## src/rtl/shift_mul_pkg.sv

```systemverilog
package shift_mul_pkg;
  typedef enum logic [1:0] {
    ST_IDLE = 2'd0,
    ST_RUN  = 2'd1,
    ST_DONE = 2'd2
  } mul_state_e;
endpackage

```

## src/rtl/shift_mul_adder.sv

```systemverilog
module shift_mul_adder #(
  parameter int unsigned W = 64
) (
  input  logic [W-1:0] a_i,
  input  logic [W-1:0] b_i,
  output logic [W-1:0] sum_o,
  output logic         cout_o
);
  logic [W:0] carry;
  assign carry[0] = 1'b0;

  for (genvar i = 0; i < W; i++) begin : g_fa
    logic p;
    assign p          = a_i[i] ^ b_i[i];
    assign sum_o[i]   = p ^ carry[i];
    assign carry[i+1] = (a_i[i] & b_i[i]) | (p & carry[i]);
  end

  assign cout_o = carry[W];
endmodule

```

## src/rtl/shift_mul_ctrl.sv

```systemverilog
module shift_mul_ctrl
  import shift_mul_pkg::*;
#(
  parameter int unsigned STEPS = 32
) (
  input  logic clk_i,
  input  logic rst_ni,
  input  logic start_i,
  output logic load_o,
  output logic step_o,
  output logic busy_o,
  output logic done_o
);
  localparam int unsigned CNT_W = (STEPS > 1) ? $clog2(STEPS) : 1;
  localparam logic [CNT_W-1:0] LAST = CNT_W'(STEPS - 1);

  mul_state_e       state_q, state_d;
  logic [CNT_W-1:0] cnt_q, cnt_d;

  always_comb begin
    state_d = state_q;
    cnt_d   = cnt_q;
    unique case (state_q)
      ST_IDLE: if (start_i) begin
        state_d = ST_RUN;
        cnt_d   = '0;
      end
      ST_RUN: begin
        cnt_d = cnt_q + 1'b1;
        if (cnt_q == LAST) state_d = ST_DONE;
      end
      ST_DONE: state_d = ST_IDLE;
      default: state_d = ST_IDLE;
    endcase
  end

  always_ff @(posedge clk_i or negedge rst_ni) begin
    if (!rst_ni) begin
      state_q <= ST_IDLE;
      cnt_q   <= '0;
    end else begin
      state_q <= state_d;
      cnt_q   <= cnt_d;
    end
  end

  assign load_o = (state_q == ST_IDLE) && start_i;
  assign step_o = (state_q == ST_RUN);
  assign busy_o = (state_q != ST_IDLE);
  assign done_o = (state_q == ST_DONE);

  AST_DONE_PULSE: assert property (@(posedge clk_i) disable iff (!rst_ni)
    done_o |=> !done_o);
  AST_DONE_AFTER_LAST: assert property (@(posedge clk_i) disable iff (!rst_ni)
    $rose(done_o) |-> $past(cnt_q) == LAST);
  AST_RUN_NO_ABORT: assert property (@(posedge clk_i) disable iff (!rst_ni)
    step_o |=> (step_o || done_o));
endmodule

```

## src/rtl/shift_mul_datapath.sv

```systemverilog
module shift_mul_datapath #(
  parameter int unsigned OP_W = 32
) (
  input  logic              clk_i,
  input  logic              rst_ni,
  input  logic              load_i,
  input  logic              step_i,
  input  logic [OP_W-1:0]   mcand_i,
  input  logic [OP_W-1:0]   mplier_i,
  output logic [2*OP_W-1:0] prod_o
);
  localparam int unsigned PROD_W = 2 * OP_W;

  logic [PROD_W-1:0] mcand_q, prod_q, sum;
  logic [OP_W-1:0]   mplier_q;
  logic              sum_cout;
  logic              add_en;

  shift_mul_adder #(.W(PROD_W)) u_adder (
    .a_i   (prod_q),
    .b_i   (mcand_q),
    .sum_o (sum),
    .cout_o(sum_cout)
  );

  assign add_en = step_i && mplier_q[0];

  always_ff @(posedge clk_i or negedge rst_ni) begin
    if (!rst_ni) begin
      mcand_q  <= '0;
      mplier_q <= '0;
      prod_q   <= '0;
    end else if (load_i) begin
      mcand_q  <= {{OP_W{1'b0}}, mcand_i};
      mplier_q <= mplier_i;
      prod_q   <= '0;
    end else if (step_i) begin
      if (mplier_q[0]) prod_q <= sum;
      mcand_q  <= {mcand_q[PROD_W-2:0], 1'b0};
      mplier_q <= {1'b0, mplier_q[OP_W-1:1]};
    end
  end

  assign prod_o = prod_q;

  AST_NO_OVERFLOW: assert property (@(posedge clk_i) disable iff (!rst_ni)
    add_en |-> !sum_cout);
  AST_LOAD_CLEARS: assert property (@(posedge clk_i) disable iff (!rst_ni)
    load_i |=> (prod_q == '0) && (mplier_q == $past(mplier_i)));
  AST_SKIP_ON_ZERO: assert property (@(posedge clk_i) disable iff (!rst_ni)
    (step_i && !mplier_q[0]) |=> $stable(prod_q));
  AST_TOP_BIT_FILL: assert property (@(posedge clk_i) disable iff (!rst_ni)
    step_i |=> !mplier_q[OP_W-1] && !mcand_q[0]);
  AST_IDLE_HOLD: assert property (@(posedge clk_i) disable iff (!rst_ni)
    (!load_i && !step_i) |=> $stable(prod_q));
endmodule

```

## src/rtl/shift_mul.sv

```systemverilog
module shift_mul #(
  parameter int unsigned OP_W = 32
) (
  input  logic              clk_i,
  input  logic              rst_ni,
  input  logic              start_i,
  input  logic [OP_W-1:0]   mcand_i,
  input  logic [OP_W-1:0]   mplier_i,
  output logic              busy_o,
  output logic              done_o,
  output logic [2*OP_W-1:0] product_o
);
  logic load, step;

  shift_mul_ctrl #(.STEPS(OP_W)) u_ctrl (
    .clk_i  (clk_i),
    .rst_ni (rst_ni),
    .start_i(start_i),
    .load_o (load),
    .step_o (step),
    .busy_o (busy_o),
    .done_o (done_o)
  );

  shift_mul_datapath #(.OP_W(OP_W)) u_dp (
    .clk_i   (clk_i),
    .rst_ni  (rst_ni),
    .load_i  (load),
    .step_i  (step),
    .mcand_i (mcand_i),
    .mplier_i(mplier_i),
    .prod_o  (product_o)
  );

  AST_PROD_HOLD: assert property (@(posedge clk_i) disable iff (!rst_ni)
    (!busy_o && !start_i) |=> $stable(product_o));
  AST_BUSY_AFTER_START: assert property (@(posedge clk_i) disable iff (!rst_ni)
    (!busy_o && start_i) |=> busy_o);
endmodule

```

## config.mk

```make
export PLATFORM = sky130hd
export DESIGN_NAME = shift_mul
export DESIGN_NICKNAME = d
export VERILOG_FILES = /design/src/rtl/shift_mul_pkg.sv /design/src/rtl/shift_mul_adder.sv /design/src/rtl/shift_mul_ctrl.sv /design/src/rtl/shift_mul_datapath.sv /design/src/rtl/shift_mul.sv
export SDC_FILE = /design/constraint.sdc
export NUM_CORES = 1
export LEC_CHECK = 0
export BUFFER_PORTS_ARGS = -buffer_cell sky130_fd_sc_hd__buf_4
export CAP_MARGIN = 20
export CORE_MARGIN = 2
export CORE_UTILIZATION = 44
export DETAILED_ROUTE_END_ITERATION = 16
export PLACE_DENSITY = 0.7
export SLEW_MARGIN = 20
export SYNTH_ARGS = -nofsm -noshare
export SYNTH_HDL_FRONTEND = slang
export SYNTH_SLANG_ARGS = --single-unit
```

## constraint.sdc

```tcl
create_clock -name clk_i -period 30.8 [get_ports clk_i]
set_clock_uncertainty 0.2 [all_clocks]
set_input_delay 6.16 -clock clk_i [delete_from_list [all_inputs] [get_ports clk_i]]
set_output_delay 6.16 -clock clk_i [all_outputs]
set_load 0.01 [all_outputs]
```

==> out/metrics.csv <==
stage,metric,value,unit
run_status,status,"finished, final reports clean",
clock_tree,h-tree-depth,4,
placement,place_area,0.00931,mm²
setup_path,crit_required,30.89,ns
yosys,seq_area_frac_synth,51.0,%
route,vias,5742,
global_routing,antenna_found_initial,0,
sta,fin_tns_setup,0,ns
pwr,power,0.980,mW
yosys,syn_nets,882,
hold_path,hold_end,u_ctrl.cnt_q[3],
route,wl_per_cell,16.1,µm
setup_path,arrival,27.84,ns
setup_path,crit_slowest_cell,fa_1,
route,drc,0,
setup_path,cp-start-kind,flip-flop,
sta,slew_viol_final,0,
hold_path,hold_depth,1,
floorplan,fp.dieH,140,µm
yosys,syn_avg_cell_area,10.9,µm²
sta,grt_setup_unrepaired,false,
clock_tree,cts_buffer_depth,2,
setup_path,crit_fanout,3,
yosys,ys_types,32,
route,vias_per_cell,5.20,
setup_path,r2r_setup_slack,3.06,ns
floorplan,die_width,140,µm
clock_tree,ctsResizeCount,0,
setup_path,critPathMostFrequentCell,fa_1,
hold_path,holdCritStartpoint,u_ctrl.cnt_q[3],
route,drt_wl_total,17800,µm
sta,fin_crit_sh,90.1,%
job,cap_violations,0,
yosys,synth_most_common_cell,dfrtp_1,
finish,fillers,1639,
yosys,ys_async_sr_fraction,100,%
yosys,ys_top_cells_by_count,"dfrtp_1, nand2_1, inv_1, a22oi_1, fa_1",
setup_path,critical_path_class,flip-flop to flip-flop,
clock_tree,postCtsHoldBufs,0,
placement,port_buffers,132,
pwr,pwr_density_cell,98.7,mW/mm²
finish,synthToLayoutAreaGrowth,21.1,%
floorplan,initial_core_util,45.2,%
sta,hold_violations,0,
clock_tree,root_buffer,clkbuf_16,
yosys,synth_flop_cell,dfrtp_1,
sta,max_slew.worst_pin.slew,0.952,ns
placement,hpwl,11600,µm
pwr,leakage,4.55,nW
global_routing,grt_max_degree,103,
floorplan,coreArea,0.0181,mm²
floorplan,fp.dieArea,0.0197,mm²
clock_tree,post-cts-setup-buffer-count,0,
setup_path,cpPeakStageDelay,0.47,ns
finish,drive_above_1_share,20.5,%
route,antenna_left,0,
floorplan,row_count,49,
yosys,ys_warn_count,0,
global_routing,grt_usage,19.4,%
yosys,ys_seq_elements,167,
setup_path,ff2ff_path_depth,69,
route,drt-initial-drc-count,370,
yosys,synth_area_leader_cell,dfrtp_1,
yosys,synth_edf_count,0,
sta,fmax,36.0,MHz
global_routing,grt_pass1_vias,5961,
clock_tree,insertion_delay,0.42,ns
floorplan,boundaryPins,133,
yosys,synthTopCellsByArea,"dfrtp_1, fa_1, o2bb2ai_1",
yosys,yosys.area.top_type_share,51.0,%
finish,nets,994,
sta,setup_viol,0,
global_routing,overflow,0,
global_routing,grt_pass1_wl,30400,µm
route,firstDrtPassIters,5,
pwr,peakVddDrop,0.0000412,V
placement,gp_congestion,0.735,
clock_tree,clk_pin_slew_worst_paths,0.07,ns
finish,diodes,0,
finish,ff_latch_area,0.00418,mm²
yosys,synth_cells,750,
clock_tree,tritoncts,built,
sta,maxSlewHeadroom,36.5,%
hold_path,hold_path.class,flip-flop to flip-flop,
setup_path,r2r_end,u_dp.prod_o[63],
setup_path,end_kind,flip-flop,
sta,layout_min_cycle_time,27.74,ns
yosys,syn_area,0.00820,mm²
clock_tree,cts.sinks,167,
setup_path,crit-reg2reg-launch,u_dp.mcand_q[0],
finish,multi_input_area,0.00334,mm²
finish,final_cell_area,0.00992,mm²
clock_tree,numCtsBuffers,17,
critical path: cells and delay by family, from the launching register on:
kind	cells	cell delay, ns
buffers and inverters	3	0.18
AO/OA/AOI/OAI	2	0.26
adder cells (fa/ha/maj)	63	26.44
flip-flops	1	0.38
XOR/XNOR	1	0.16
how the worst max path moves through the flow:
stage,start,to,slack [ns],cells after the start
detailed placement,u_dp.mcand_q[0],u_dp.prod_o[63],2.89,69
global placement,u_dp.prod_o[0],u_dp.prod_o[63],3.34,69
floorplan,u_dp.prod_o[0],u_dp.prod_o[63],3.95,69
global route,u_dp.mcand_q[0],u_dp.prod_o[63],1.93,69
CTS,u_dp.mcand_q[0],u_dp.prod_o[63],2.77,69
finish,u_dp.mcand_q[0],u_dp.prod_o[63],3.06,69
state kept, by name (all words and copies together) (netlist names):
signal / flops
u_dp.prod_o: 64
u_ctrl.cnt_q: 5
u_ctrl.state_q: 2
u_dp.mplier_q: 32
u_dp.mcand_q: 64
stage by stage:
| step | worst slack [ns] | util (%) | hold WS [ns] | instances |
|---|---|---|---|---|
| floorplan | 3.95 | - | 0.237 | 750 |
| global placement | 3.34 | 51.3 | 0.253 | 1072 |
| detailed placement | 2.89 | 51.3 | 0.262 | 1072 |
| CTS | 2.77 | 54.6 | 0.274 | 1104 |
| global route | 1.93 | 54.7 | 0.287 | 1104 |
| finish | 3.06 | 54.7 | 0.270 | 1104 |
area by class of cell:
| class | instances | share of cell area [%] |
|---|---|---|
| flip-flops and latches | 167 | 42.1 |
| multi-input cells | 413 | 33.6 |
| clock inverters | 14 | 1.65 |
| repair buffers | 140 | 10.6 |
| inverters | 123 | 4.65 |
| well taps | 229 | 2.89 |
| clock buffers | 18 | 4.43 |
cells in the final DEF (no fill, tap or decap), drive strengths merged, types with 18 or more instances in the layout:
| master | instances |
|---|---|
| nand2 | 135 |
| clkbuf | 18 |
| nand3 | 35 |
| buf | 140 |
| a22oi | 62 |
| dfrtp | 167 |
| o2bb2ai | 60 |
| fa | 62 |
| o21ai | 34 |
| inv | 129 |
cells by family after synthesis:
| family | share of synthesized area, % |
|---|---|
| adder cells (fa/ha/maj) | 15.6 |
| flip-flops | 51.0 |
| AND/OR/NAND/NOR | 9.21 |
| XOR/XNOR | 0.107 |
| buffers and inverters | 8.69 |
| AO/OA/AOI/OAI | 15.3 |
| multiplexers | 0.122 |
routing by layer:
| layer | part of all wire [%] | vias to the layer above | GRT usage, % |
|---|---|---|---|
| li1 | - | 2682 | - |
| met1 | 46 | 2910 | 27.5 |
| met2 | 48 | 122 | 30.0 |
| met3 | 4.0 | 28 | 3.49 |
| met4 | 2.5 | 0 | 7.42 |
| met5 | 0 | - | 0 |
report_power, final:
part | internal (mW) | leakage (nW) | switching [mW]
logic | 0.173 | 2.11 | 0.216
clock network | 0.124 | 0.286 | 0.0933
registers | 0.308 | 2.16 | 0.0652
total | 0.605 | 4.55 | 0.374
Note: power is estimated with default switching activity, not from simulation.
